File: src/rtl/nfc_pkg.sv
package nfc_pkg;

  typedef enum logic [1:0] {
    NFC_CMD   = 2'd0,
    NFC_ADDR  = 2'd1,
    NFC_WRITE = 2'd2,
    NFC_READ  = 2'd3
  } nfc_kind_e;

  typedef enum logic [2:0] {
    ST_IDLE   = 3'd0,
    ST_WAIT   = 3'd1,
    ST_SETUP  = 3'd2,
    ST_STROBE = 3'd3,
    ST_HOLD   = 3'd4,
    ST_TAIL   = 3'd5
  } nfc_state_e;

  function automatic int unsigned max_of4(input int unsigned a, input int unsigned b,
                                          input int unsigned c, input int unsigned d);
    int unsigned m;
    m = a;
    if (b > m) m = b;
    if (c > m) m = c;
    if (d > m) m = d;
    return m;
  endfunction

endpackage

File: src/rtl/nfc_rb_sync.sv
module nfc_rb_sync #(
  parameter int STAGES = 2
) (
  input  logic clk,
  input  logic rst,
  input  logic rb_async,
  output logic rb_sync
);
  logic [STAGES-1:0] q;

  always_ff @(posedge clk) begin
    if (rst) q <= '0;
    else     q <= {q[STAGES-2:0], rb_async};
  end

  assign rb_sync = q[STAGES-1];
endmodule

File: src/rtl/nfc_phase_timer.sv
module nfc_phase_timer #(
  parameter int HALF_CYC = 2,
  parameter int LENW     = 3
) (
  input  logic            clk,
  input  logic            rst,
  input  logic            start,
  input  logic [LENW-1:0] start_len,
  output logic            done
);
  localparam int SUBW = (HALF_CYC > 1) ? $clog2(HALF_CYC) : 1;

  logic            half_tick;
  logic [LENW-1:0] left_q;

  generate
    if (HALF_CYC == 1) begin : g_full
      assign half_tick = 1'b1;
    end else begin : g_div
      logic [SUBW-1:0] sub_q;
      always_ff @(posedge clk) begin
        if (rst || start)                      sub_q <= '0;
        else if (sub_q == SUBW'(HALF_CYC - 1)) sub_q <= '0;
        else                                   sub_q <= sub_q + 1'b1;
      end
      assign half_tick = (sub_q == SUBW'(HALF_CYC - 1));


      sub_range_chk: assert property (@(posedge clk) disable iff (rst)
        sub_q <= SUBW'(HALF_CYC - 1));
    end
  endgenerate

  always_ff @(posedge clk) begin
    if (rst)                             left_q <= '0;
    else if (start)                      left_q <= start_len;
    else if (half_tick && left_q != '0)  left_q <= left_q - 1'b1;
  end

  assign done = half_tick && (left_q == '0);
endmodule

File: src/rtl/nand_cycle_gen.sv
module nand_cycle_gen
  import nfc_pkg::*;
#(
  parameter int DW        = 16,
  parameter int HALF_CYC  = 2,
  parameter int RB_STAGES = 2,
  parameter int A_SETUP   = 2,
  parameter int A_STROBE  = 2,
  parameter int A_HOLD    = 2,
  parameter int A_TAIL    = 4,
  parameter int S_SETUP   = 1,
  parameter int S_STROBE  = 1,
  parameter int S_HOLD    = 2,
  parameter int S_TAIL    = 1
) (
  input  logic          clk,
  input  logic          rst,
  input  logic          req_valid,
  output logic          req_ready,
  input  logic [1:0]    req_kind,
  input  logic          req_cs,
  input  logic [DW-1:0] req_data,
  input  logic          req_sym,
  output logic          rsp_valid,
  output logic [DW-1:0] rsp_data,
  output logic [1:0]    nf_ce_n,
  output logic          nf_cle,
  output logic          nf_ale,
  output logic          nf_we_n,
  output logic          nf_re_n,
  output logic [DW-1:0] nf_dq_o,
  output logic          nf_dq_oe,
  input  logic [DW-1:0] nf_dq_i,
  input  logic          nf_rb
);
  localparam int MAXH = max_of4(max_of4(A_SETUP, A_STROBE, A_HOLD, A_TAIL),
                                S_SETUP, S_STROBE, max_of4(S_HOLD, S_TAIL, 1, 1));
  localparam int LENW = $clog2(MAXH + 1);

  nfc_state_e    st_q, st_n;
  nfc_kind_e     kind_q, kind_n;
  logic          cs_q, cs_n;
  logic [DW-1:0] data_q, data_n;
  logic          sym_q, sym_n;
  logic          rb_s;
  logic          phase_start;
  logic          phase_done;
  logic          active_n, latch_n, drive_n;

  function automatic logic [LENW-1:0] len_m1(input nfc_state_e ph, input logic sym);
    int unsigned v;
    case (ph)
      ST_SETUP:  v = sym ? S_SETUP  : A_SETUP;
      ST_STROBE: v = sym ? S_STROBE : A_STROBE;
      ST_HOLD:   v = sym ? S_HOLD   : A_HOLD;
      ST_TAIL:   v = sym ? S_TAIL   : A_TAIL;
      default:   v = 1;
    endcase
    return LENW'(v - 1);
  endfunction

  nfc_rb_sync #(.STAGES(RB_STAGES)) i_rb_sync (
    .clk(clk), .rst(rst), .rb_async(nf_rb), .rb_sync(rb_s)
  );

  nfc_phase_timer #(.HALF_CYC(HALF_CYC), .LENW(LENW)) i_timer (
    .clk(clk), .rst(rst), .start(phase_start),
    .start_len(len_m1(st_n, sym_n)), .done(phase_done)
  );

  always_comb begin
    st_n   = st_q;
    kind_n = kind_q;
    cs_n   = cs_q;
    data_n = data_q;
    sym_n  = sym_q;
    case (st_q)
      ST_IDLE: if (req_valid) begin
        kind_n = nfc_kind_e'(req_kind);
        cs_n   = req_cs;
        data_n = req_data;
        sym_n  = req_sym;
        st_n   = (kind_n == NFC_READ && !rb_s) ? ST_WAIT : ST_SETUP;
      end
      ST_WAIT:   if (rb_s)       st_n = ST_SETUP;
      ST_SETUP:  if (phase_done) st_n = ST_STROBE;
      ST_STROBE: if (phase_done) st_n = ST_HOLD;
      ST_HOLD:   if (phase_done) st_n = ST_TAIL;
      ST_TAIL:   if (phase_done) st_n = ST_IDLE;
      default:                   st_n = ST_IDLE;
    endcase
    active_n    = st_n inside {ST_SETUP, ST_STROBE, ST_HOLD, ST_TAIL};
    latch_n     = st_n inside {ST_SETUP, ST_STROBE, ST_HOLD};
    drive_n     = latch_n && (kind_n != NFC_READ);
    phase_start = active_n && (st_n != st_q);
  end

  always_ff @(posedge clk) begin
    if (rst) begin
      st_q   <= ST_IDLE;
      kind_q <= NFC_CMD;
      cs_q   <= 1'b0;
      data_q <= '0;
      sym_q  <= 1'b0;
    end else begin
      st_q   <= st_n;
      kind_q <= kind_n;
      cs_q   <= cs_n;
      data_q <= data_n;
      sym_q  <= sym_n;
    end
  end

  // Registered pin drivers, computed from the next state
  always_ff @(posedge clk) begin
    if (rst) begin
      nf_ce_n  <= 2'b11;
      nf_cle   <= 1'b0;
      nf_ale   <= 1'b0;
      nf_we_n  <= 1'b1;
      nf_re_n  <= 1'b1;
      nf_dq_oe <= 1'b0;
      nf_dq_o  <= '0;
    end else begin
      nf_ce_n <= 2'b11;
      if (active_n) nf_ce_n[cs_n] <= 1'b0;
      nf_cle   <= latch_n && (kind_n == NFC_CMD);
      nf_ale   <= latch_n && (kind_n == NFC_ADDR);
      nf_we_n  <= !(st_n == ST_STROBE && kind_n != NFC_READ);
      nf_re_n  <= !(st_n == ST_STROBE && kind_n == NFC_READ);
      nf_dq_oe <= drive_n;
      if (!drive_n)                nf_dq_o <= '0;
      else if (kind_n == NFC_WRITE) nf_dq_o <= data_n;
      else                          nf_dq_o <= DW'(data_n[7:0]);
    end
  end

  // Read capture at the edge that ends the read strobe
  always_ff @(posedge clk) begin
    if (rst) begin
      rsp_data  <= '0;
      rsp_valid <= 1'b0;
    end else begin
      if (st_q == ST_STROBE && phase_done && kind_q == NFC_READ) rsp_data <= nf_dq_i;
      rsp_valid <= (st_q == ST_TAIL) && phase_done && (kind_q == NFC_READ);
    end
  end

  assign req_ready = (st_q == ST_IDLE);


  ce_onehot_chk: assert property (@(posedge clk) disable iff (rst)
    $countones(~nf_ce_n) <= 1);

  latch_excl_chk: assert property (@(posedge clk) disable iff (rst)
    !(nf_cle && nf_ale));

  strobe_excl_chk: assert property (@(posedge clk) disable iff (rst)
    nf_we_n || nf_re_n);

  read_float_chk: assert property (@(posedge clk) disable iff (rst)
    !nf_re_n |-> !nf_dq_oe);

  strobe_sel_chk: assert property (@(posedge clk) disable iff (rst)
    (!nf_we_n || !nf_re_n) |-> !(&nf_ce_n));

  wait_idle_chk: assert property (@(posedge clk) disable iff (rst)
    (st_q == ST_WAIT) |-> (&nf_ce_n && nf_re_n && !nf_dq_oe));

  rsp_idle_chk: assert property (@(posedge clk) disable iff (rst)
    rsp_valid |-> req_ready);

  mode_hold_chk: assert property (@(posedge clk) disable iff (rst)
    (st_q != ST_IDLE) |=> $stable(sym_q));
endmodule

File: config.mk
export PLATFORM = sky130hd
export DESIGN_NAME = nand_cycle_gen
export DESIGN_NICKNAME = d
export VERILOG_FILES = /design/src/rtl/nfc_pkg.sv /design/src/rtl/nfc_rb_sync.sv /design/src/rtl/nfc_phase_timer.sv /design/src/rtl/nand_cycle_gen.sv
export SDC_FILE = /design/constraint.sdc
export NUM_CORES = 1
export LEC_CHECK = 0
export BUFFER_PORTS_ARGS = -buffer_cell sky130_fd_sc_hd__buf_2
export CAP_MARGIN = 25
export CORE_MARGIN = 2
export CORE_UTILIZATION = 45
export DETAILED_ROUTE_END_ITERATION = 10
export PLACE_DENSITY = 0.72
export SLEW_MARGIN = 40
export SYNTH_ARGS = -nofsm -noshare
export SYNTH_HDL_FRONTEND = slang
export SYNTH_SLANG_ARGS = --single-unit
File: constraint.sdc
create_clock -name clk -period 6.4 [get_ports clk]
set_input_delay 0.64 -clock clk [delete_from_list [all_inputs] [get_ports clk]]
set_output_delay 0.64 -clock clk [all_outputs]
set_load 0.03 [all_outputs]
==> run metrics, run 1 <==
Max VDD drop 0.216 mV; FF-to-FF Start st_q[0]; area of the multi-input gates 1070 um^2; Vert. Die Dim 78.7 um; Avg Inst Size Synth 10.5 um^2; Post-CTS Hold Fix Bufs 0; Worst setup SP type flop; Site Rows 27; DP HPWL 3.47 mm; Distinct cells, synth 41; critical path type reg -> reg; hold path start i_rb_sync.q[0]; vias in the first global route 1789; highest attainable clock frequency 364 MHz; Total GRT Usage 16.4%; Vias/cell 4.80; crit path DAT 2.97 ns; antenna viol nets, final 0; Hold WC Path Type reg -> reg; Crit path required time 6.63 ns; Yosys top cell area share 55.1%; Top FF cell, synth dfxtp_1; critical path fanouts, max 25; #FFs+latches synth 69; final-stage net count 364; Final Hold Fails 0; Post-synth ARST share 0%; LEAKAGE 0.00144 uW; Fill cells 464; Seq/Total Area, Yosys 55.1%; syn_nets 281; Post-Synthesis Cells 240; antenna fix cells 0; Setup Fix Bufs, Post-CTS 0; register area 1380 um^2; Iteration-0 DRC Markers 50; Max Slew Vio Count 0; Hold Path Stages 1; Resized cells post-CTS 0; WHS Endpoint i_rb_sync.q[1]; mapped cell area 2510 um^2; area leader, netlist dfxtp_1; Worst R2R Path Depth 11; core area 5440 um^2; Synth area leaders dfxtp_1 55%, mux2i_1 15%, nor2_1 8.7%, nand2_1 1.3%, nor2b_1 1.2%; Slew headroom 62.2%; max_cap viols 0; Die W 78.7 um; CTS sink count 69; unrepaired setup endpoints after global routing no; Num CTS Buffers 9; via count 1915; grt ovf 0; Reg2Reg Capture Point i_timer.left_q[2]; Crit. End Element flop; Post-DP Area 2990 um^2; Post-Route WL 4.90 mm; min Tclk post-route 2.74 ns; CTS tree done; Yosys Warn Count 0; die area 6190 um^2; First-pass DRT Iterations 4; final setup TNS 0 ns; Power Density 308 nW/um^2; CTS max path bufs 2; I/O pins 81; Initial Util 46.1%; CTS root buffer clkbuf_8; largest net degree at the start of global routing 31; Least-Margin Pin Slew 0.566 ns; Post-synth EDFFs 0; H-tree levels 3; Worst-path clk slew 0.07 ns; P&R area growth vs syn 27.6%; share of layout cells above drive strength 1 33.0%; clk_lat worst skew 0.33 ns; first-pass GRT wire length 7.85 mm; status completed; per-cell routed wire length 12.3 um; post-route cell area 3200 um^2; routability cong. 0.790; R2R setup slack 3.66 ns; Layout Skew 0.00675 ns; # setup viols final 0; DRC errors left 0; Tcrit/Tclk final 42.9%; Port Buffers 80; antenna violations before repair 0
sequential cells by signal, indices dropped and copies added (netlist names):
| signal | flops |
|---|---|
| sym_q | 1 |
| rsp_data | 16 |
| st_q | 3 |
| nf_ale | 1 |
| cs_q | 1 |
| nf_re_n | 1 |
| rsp_valid | 1 |
| nf_ce_n | 2 |
| nf_cle | 1 |
| data_q | 16 |
| i_rb_sync.q | 2 |
| nf_dq_oe | 1 |
| kind_q | 2 |
| i_timer.g_div.sub_q | 1 |
| i_timer.left_q | 3 |
| nf_dq_o | 16 |
| nf_we_n | 1 |
layout by cell type, fill, tap and decap left out, types with 2 or more instances in the layout:
master      Yosys  layout
o21a_1          2       2
o21ai_0         3       3
nand3b_1        3       3
xor2_1          2       2
buf_2           4      80
a311oi_1        3       3
nor3_1          3       3
clkbuf_8        0       9
nand3_1         2       2
nor4b_4         1       2
dfxtp_1        69      69
clkinvlp_4      0       2
nand2b_1        3       3
nand2_1         9       9
a21oi_1         5       5
nor3b_1         2       2
nor2_1         58      58
bufinv_16       0       2
nor2b_1         5       5
mux2i_1        38      38
routing by layer:
metal | share of wire, % | global-route usage [%] | routed length (um)
met5 | 0 | 0 | 0
met1 | 47 | 20.2 | 2310
met2 | 46 | 26.0 | 2240
met4 | 1.2 | 7.89 | 60
met3 | 5.9 | 5.29 | 291
logic make-up (layout without fill, tap and decap cells):
kind of cell	Yosys count	count (layout)	share of synthesized area, %
DFF	69	69	55.1
buffers and inverters	12	99	2.79
muxes	38	38	15.2
adders and majority gates	1	1	0.499
and+or+nand+nor	97	97	19.7
xor gates and xnor gates	3	3	1.05
AOI/OAI and AO/OA	20	20	5.74
stage by stage:
stage          hold slack (ns)  power, uW  util, %  std cells  setup WS [ns]
2_1_floorplan            0.414        579        -        240           3.88
3_3_place_gp             0.428        614     54.2        382           3.57
3_5_place_dp             0.427        620     54.9        384           3.51
4_1_cts                  0.454        995     58.8        399           3.67
5_1_grt                  0.460       1030     58.8        399           3.45
6_report                 0.446        985     58.8        399           3.66
area by class of cell:
cell class              count  share of cell area [%]
well taps                  72                    2.81
inverters                   1                   0.117
clock buffers               9                    3.87
repair buffers             83                    14.0
clock inverters             6                    2.78
flip-flops and latches     69                    43.2
multi-input cells         159                    33.3
power breakdown:
part	total, uW	switching [uW]	leakage, uW	internal (uW)
clock network	374	157	0.000101	217
registers	472	18.2	0.000563	454
logic	139	80.2	0.000779	58.4
Yosys cell counts, types with 2 or more instances:
master    number
o21a_1         2
a21oi_1        5
nor3_1         3
xor2_1         2
o21ai_0        3
a311oi_1       3
nor3b_1        2
nand2_1        9
buf_2          4
mux2i_1       38
dfxtp_1       69
nor2_1        58
nand3b_1       3
nand2b_1       3
nor2b_1        5
clkbuf_1       5
nand3_1        2
critical path, stage by stage (launching register included):
cell and delay, ns:
dfxtp_1 0.45, nor4b_4 0.29, buf_4 0.39, o21a_1 0.25, a211oi_2 0.11, a211oi_1 0.36, a21oi_1 0.08, ha_1 0.25
nand2_1 0.09, xor2_1 0.15, a21oi_1 0.08, o21a_1 0.13
worst max path at each step:
stage | start | to | slack (ns) | cells past startpoint
finish | st_q[0] | i_timer.left_q[2] | 3.66 | 11
global placement | req_valid | i_timer.left_q[2] | 3.57 | 12
CTS | st_q[0] | i_timer.left_q[2] | 3.67 | 11
floorplan | req_valid | i_timer.left_q[2] | 3.88 | 10
detailed placement | req_valid | i_timer.left_q[2] | 3.51 | 12
global route | st_q[0] | i_timer.left_q[2] | 3.45 | 11
(Power assumes the default switching activity.)
==> inputs of run 2 (changes only) <==
- clock period: 6.4 -> 2.6 ns (I/O delays scaled with it)
==> run 2 against run 1 <==
Effect of this change:
- routed wire length is 1.1% higher
- setup slack worse by 3.4 ns
- critical path depth is 1 lower
- die area stayed put
- hold slack worse by 0.32 ns
- sequential power is 150% higher
- fmax is 17% higher
- clock power grew to 2.9 times the previous value
- design area is 0.94% higher
- via count is 1.9% higher
- highest routed layer unchanged
==> run metrics, run 2 (synthesized netlist as in run 1, its figures left out) <==
sw frac 24.9% (was 25.9%); Final Hold Fails 0 (unchanged); via count 1951 (was 1915); grt ovf 0 (unchanged); antenna fix cells 0 (unchanged); first-pass GRT wire length 8.27 mm (was 7.85 mm); Worst setup SP type flop (unchanged); DP HPWL 3.43 mm (was 3.47 mm); share of layout cells above drive strength 1 33.6% (was 33.0%); H-tree levels 3 (unchanged); core area 5440 um^2 (unchanged); I/O pins 81 (unchanged); Power Density 797 nW/um^2 (was 308 nW/um^2); Crit path required time 2.89 ns (was 6.63 ns); Max VDD drop 0.425 mV (was 0.216 mV); Total GRT Usage 17.3% (was 16.4%); vias in the first global route 1885 (was 1789); antenna violations before repair 0 (unchanged); antenna viol nets, final 0 (unchanged); clk_lat worst skew 0.34 ns (was 0.33 ns); Post-CTS Hold Fix Bufs 0 (unchanged); CP Buf/Inv Count 1 (unchanged); Resized cells post-CTS 0 (unchanged); critical path fanouts, max 11 (was 25); most frequent cells in the layout 79 x buf_2, 68 x dfxtp_1, 58 x nor2_1 (was 80 x buf_2, 69 x dfxtp_1, 58 x nor2_1); Hold WC Path Type in -> reg (was reg -> reg); Die W 78.7 um (unchanged); die area 6190 um^2 (unchanged); CTS root buffer clkbuf_8 (unchanged); highest attainable clock frequency 426 MHz (was 364 MHz); Port Buffers 80 (unchanged); dpl ws 0.248 ns (was 3.51 ns); Slowest Stage Delay on Critical Path 0.55 ns (was 0.45 ns); Final WS setup 0.253 ns (was 3.66 ns); largest net degree at the start of global routing 51 (was 31); slowest stage cell on the critical path dfxtp_1 (unchanged); Vias/cell 4.85 (was 4.80); status completed (unchanged); Iteration-0 DRC Markers 85 (was 50); P&R area growth vs syn 28.8% (was 27.6%); Largest regs data_q x16, nf_dq_o x16, rsp_data x16 (unchanged); Fill cells 475 (was 464); DP Cell Count 386 (was 384); per-cell routed wire length 12.3 um (about the same); Slew headroom 66.0% (was 62.2%); Pint 1930 uW (was 729 uW); LEAKAGE 0.00146 uW (was 0.00144 uW); critical path cell sequence or2b_2, o21ai_0, a211oi_2, buf_4, mux2i_1, ha_1, nand2_1, xor2_1, a21oi_1, o21a_1 (was nor4b_4, buf_4, o21a_1, a211oi_2, a211oi_1, a21oi_1, ha_1, nand2_1, xor2_1, a21oi_1, o21a_1); Least-Margin Pin Slew 0.509 ns (was 0.566 ns); max_cap viols 0 (unchanged); Layout Skew 0.00956 ns (was 0.00675 ns); CTS sink count 69 (unchanged); Comb pwr share 13.5% (was 14.1%); Post-Route WL 4.95 mm (was 4.90 mm); DRC errors left 0 (unchanged); Site Rows 27 (unchanged); CTS max path bufs 2 (unchanged); final setup TNS 0 ns (unchanged); Worst-path clk slew 0.07 ns (about the same); crit path DAT 2.63 ns (was 2.97 ns); Initial Util 46.1% (unchanged); Crit path max-delay family compound AO/OA/AOI/OAI gates (unchanged); Setup Fix Bufs, Post-CTS 0 (unchanged); non-filler cells, final 402 (was 399); most common cell after layout, fill and taps aside buf_2 (unchanged); Crit. End Element flop (unchanged); critical path type reg -> reg (unchanged); unrepaired setup endpoints after global routing no (unchanged); CTS tree done (unchanged); power share of the clock group 41.4% (was 38.0%); # setup viols final 0 (unchanged); Net Switching 642 uW (was 255 uW); Tcrit/Tclk final 90.3% (was 42.9%); Sequential Power Share 45.1% (was 47.9%); routability cong. 0.779 (was 0.790); Max Slew Vio Count 0 (unchanged); First-pass DRT Iterations 4 (unchanged); min Tclk post-route 2.35 ns (was 2.74 ns); final-stage net count 366 (was 364); Vert. Die Dim 78.7 um (unchanged); Num CTS Buffers 9 (unchanged)
-- run 2: worst paths after layout --
path                                     start                 to  slack, ns  depth (start not counted)
worst min-delay path                     nf_rb     i_rb_sync.q[0]       0.12                          2
worst max register to register         st_q[2]  i_timer.left_q[2]       0.25                         10
worst min register to register  i_rb_sync.q[0]     i_rb_sync.q[1]       0.44                          1
worst max-delay path                   st_q[2]  i_timer.left_q[2]       0.25                         10
-- run 2: final cells by class --
class / count / area (um^2) / area share (%)
Tap cell: 72 / 90.1 / 2.79
Clock inverter: 5 / 106 / 3.29
Sequential cell: 69 / 1380 / 42.8
Clock buffer: 11 / 141 / 4.38
Multi-Input combinational cell: 159 / 1070 / 33.0
Timing Repair Buffer: 85 / 440 / 13.6
Inverter: 1 / 3.75 / 0.116
-- run 2: per-layer routing --
layer  track usage (%)  share of wire [%]  up-vias
met5                 0                  0        -
met4              10.7                3.1        0
met3              5.52                7.1       11
met2              27.9                 47       62
met1              20.0                 43      897
li1                  -                  -      981
-- run 2: power groups by stage --
stage / registers, uW / clock network [uW] / logic [uW]
floorplan: 1210 / 0 / 219
global placement: 1180 / 0 / 340
detailed placement: 1180 / 0 / 347
CTS: 1160 / 1090 / 349
global route: 1170 / 1130 / 384
finish: 1160 / 1070 / 346
-- run 2: per-stage QoR --
step	utilization (%)	power [uW]	hold WS [ns]	instance area, um^2
final	59.4	2570	0.122	3230
after floorplan	-	1430	0.352	2510
after global placement	54.8	1520	0.423	2980
after CTS	59.4	2600	0.106	3230
after detailed placement	54.8	1530	0.428	2980
after global routing	59.4	2690	0.150	3230
